**src/rtl/rst_delay_seq.sv**
```systemverilog
module rst_delay_seq #(
  parameter int PWRT_TICKS = 72,
  parameter int OST_CYCLES = 1024
) (
  input  logic clk,
  input  logic rst_n,
  input  logic ref_tick,
  input  logic pwrt_en_n,
  input  logic xtal_mode,
  input  logic por_evt,
  input  logic bor_evt,
  input  logic wake_evt,
  output logic core_go
);
  localparam int LIM = (PWRT_TICKS > OST_CYCLES) ? PWRT_TICKS : OST_CYCLES;
  localparam int CW  = $clog2(LIM + 1);
  localparam logic [CW-1:0] PW_LAST = CW'(PWRT_TICKS - 1);
  localparam logic [CW-1:0] OS_LAST = CW'(OST_CYCLES - 1);

  typedef enum logic [1:0] {S_IDLE, S_PWRT, S_OST, S_RUN} st_t;

  st_t st, st_nx;
  logic [CW-1:0] cnt, cnt_nx;
  logic xtal_q, xtal_nx;

  wire pwr_evt = por_evt | bor_evt;
  wire wake_ok = wake_evt & (st == S_RUN);

  always_comb begin
    st_nx   = st;
    cnt_nx  = cnt;
    xtal_nx = xtal_q;
    if (pwr_evt || wake_ok) begin
      xtal_nx = xtal_mode;
      cnt_nx  = '0;
      if (pwr_evt && !pwrt_en_n) st_nx = S_PWRT;
      else if (xtal_mode)        st_nx = S_OST;
      else                       st_nx = S_RUN;
    end else begin
      case (st)
        S_PWRT: if (ref_tick) begin
          if (cnt == PW_LAST) begin
            cnt_nx = '0;
            st_nx  = xtal_q ? S_OST : S_RUN;
          end else begin
            cnt_nx = cnt + 1'b1;
          end
        end
        S_OST: begin
          if (cnt == OS_LAST) begin
            cnt_nx = '0;
            st_nx  = S_RUN;
          end else begin
            cnt_nx = cnt + 1'b1;
          end
        end
        default: ;
      endcase
    end
  end

  always_ff @(posedge clk or negedge rst_n) begin
    if (!rst_n) begin
      st      <= S_IDLE;
      cnt     <= '0;
      xtal_q  <= 1'b0;
      core_go <= 1'b0;
    end else begin
      st      <= st_nx;
      cnt     <= cnt_nx;
      xtal_q  <= xtal_nx;
      core_go <= (st_nx == S_RUN);
    end
  end
endmodule

```
**config.mk**
```make
export PLATFORM = sky130hd
export DESIGN_NAME = rst_delay_seq
export DESIGN_NICKNAME = d
export VERILOG_FILES = /design/src/rtl/rst_delay_seq.sv
export SDC_FILE = /design/constraint.sdc
export NUM_CORES = 1
export LEC_CHECK = 0
export BUFFER_PORTS_ARGS = -buffer_cell sky130_fd_sc_hd__buf_2
export CORE_UTILIZATION = 45
export DETAILED_ROUTE_END_ITERATION = 16
export GPL_ROUTABILITY_DRIVEN = 0
export PLACE_DENSITY = 0.75
export SLEW_MARGIN = 20
export SYNTH_ARGS = -nofsm -noshare
export SYNTH_HDL_FRONTEND = slang
export SYNTH_SLANG_ARGS = --single-unit
```
**constraint.sdc**
```tcl
create_clock -name clk -period 5.3 [get_ports clk]
set_input_delay 0.53 -clock clk [delete_from_list [all_inputs] [get_ports clk]]
set_output_delay 0.53 -clock clk [all_outputs]
set_load 0.005 [all_outputs]
```
==> impl_metrics.tcl <==
set metrics [dict create \
    antenna_found_initial 0 \
    critPathLaunchType "register" \
    relSlewSlack 0.329 \
    grt_pass1_wl_mm 3.73 \
    period_share 0.439 \
    rsz0062_at_grt "false" \
    initial_core_util 0.476 \
    utilization 0.516 \
    cts_max_path_buffers 2 \
    cts_inserted_buffers 3 \
    synthFlopType "dfrtp_1" \
    overflow 0 \
    drc_errors 0 \
    tightestPinTransition_ns 0.978 \
    layout_min_cycle_time_ns 2.33 \
    finalClockSkew_ns 0.00692 \
    postLayoutCellArea_sq_mm 0.00113 \
    ys_ff_latch 15 \
    cap_viol_max_count 0 \
    synth_area_sq_mm 0.00104 \
    ios 9 \
    reg2reg_depth 4 \
    hold_viol 0 \
    dp_hpwl_mm 1.59 \
    dieArea_sq_mm 0.00251 \
    area_growth_pct 8.52 \
    syn_area_per_cell_sq_um 10.1 \
    grt_usage 0.198 \
    finalMaxSlewViolations 0 \
    synthTopCellsByArea "dfrtp_1, ha_1, xnor2_1" \
    finalSetupViolCount 0 \
    hold_buffers 0 \
    postSynthCellCount 103 \
    wl_per_cell_microns 15.5 \
    peakVddDrop_uv 109 \
    synth_top_area_share 0.360 \
    num-nets-final 126 \
    path_class "register to register" \
    synth-edff-count 0 \
    p_leak_nw 0.410 \
    grt_pass1_vias 824 \
    place_ws_ns 2.99 \
    root_buffer "clkbuf_4" \
    cts_tree "yes" \
    post_drt_via_cell_ratio 6.06 \
    hold_path_class "input port to async pin" \
    insertion_delay_ns 0.28 \
    synth_async_sr_flop_share 1.00 \
    h-tree-depth 1 \
    drt_iter0_drc 19 \
    cp.required_ns 5.46 \
    setup_tns_ns 0 \
    drive_gt1_frac 0.195 \
    cts_resized 0 \
    n_antenna_cell 0 \
    fin_cells 141 \
    ant_nets 0 \
    num_rows 17 \
    cts_setup_buffers 0 \
    fin_ws_ns 2.97 \
    ys_seq_area_frac 0.360 \
    die_w_microns 50.1 \
    wl_mm 2.19 \
    yosys.cell_types.count 44 \
    critPathArrivalTime_ns 2.49 \
    cp-end-kind "register" \
    core_sq_mm 0.00219 \
    grt_max_degree 20 \
    first_pass_iters 4 \
    yosysTopAreaCell "dfrtp_1" \
    clk_pin_slew_ns 0.09 \
    clock-sinks 15 \
    vias 855 \
    place_area_sq_mm 0.00110 \
    max_freq_mhz 430 \
    p_per_area_mw_per_mm2 217 \
    placed_cells 137 \
    path_max_fanout 19 \
    outcome "complete, no violations" \
    syn_nets 115 \
    die_y_microns 50.1 \
    yosysWarnings 0 \
    nFillCells 205 \
    port_buffers 8 \
]
[synth_stat cells, drive strengths merged, types with 2 or more instances]
master and number:
a2111oi 2, nor3 4, ha 4, nand3b 2, o221ai 2, mux2i 2
a21oi 4, buf 2, xnor2 5, dfrtp 15, nand4 3, a211oi 4
o211ai 2, and2 2, nand2 6, o21ai 4, nor2 5, nand3 8
o41ai 3, o22ai 2, inv 8
[cells by family after synthesis]
logic type      count (synthesis)  synth area share
simple gates                   37             0.226
compound gates                 29             0.253
flops                          15             0.360
buf+inv                        10            0.0408
xor+xnor                        5            0.0420
fa+ha+maj                       4            0.0480
mux                             3            0.0300
[per-stage QoR]
step	hold WS, ns	total power [mW]
final	0.142	0.245
after global routing	0.151	0.260
after CTS	0.143	0.247
after detailed placement	0.455	0.181
after global placement	0.451	0.178
after floorplan	0.234	0.166
[cells in the final DEF, fill, tap and decap left out, drive strengths merged, types with 2 or more instances in the layout]
master,n
ha,4
o41ai,3
a21oi,4
inv,8
nand3,8
a2111oi,2
and2,2
mux2i,2
nand2,6
nand4,3
o21ai,4
clkbuf,4
nand3b,2
a211oi,4
dfrtp,15
o211ai,2
o221ai,2
nor2,5
nor3,4
xnor2,5
o22ai,2
buf,8
[routing by layer]
metal,up-vias,part of all wire,global-route usage
li1,415,-,-
met2,28,0.46,0.296
met4,0,0.013,0.105
met1,408,0.47,0.267
met3,4,0.056,0.0401
met5,-,0,0
[cell type report]
class	instances	area (sq um)	share of cell area
tap	28	35.0	0.0310
inverter	8	30.0	0.0265
clock buffer	4	26.3	0.0232
timing repair buffer	8	40.0	0.0354
multi-input combinational	78	624	0.552
sequential	15	375	0.332
[flip-flops by register name, summed over array words and instances (netlist names)]
name	flops
st	2
cnt	11
core_go	1
xtal_q	1
[worst paths after layout]
| kind | slack (ns) | to | from |
|---|---|---|---|
| min in group clk | 0.50 | xtal_q | xtal_mode |
| min reg2reg | 0.52 | xtal_q | xtal_q |
| max in group asynchronous | 4.90 | cnt[4] | rst_n |
| max | 2.97 | cnt[2] | st[0] |
| max reg2reg | 2.97 | cnt[2] | st[0] |
| min | 0.14 | cnt[6] | rst_n |
[worst max-delay path: stages, from the launching register on]
cell	delay [ns]
dfrtp_1	0.42
ha_1	0.24
a211oi_4	0.77
o21ai_1	0.41
o41ai_1	0.37
[power by group]
part	leakage [nW]	switching (mW)	internal, mW
registers	0.199	0.00408	0.120
logic	0.196	0.0364	0.0197
clock network	0.0150	0.0358	0.0292
Note: power is estimated with default switching activity, not from simulation.
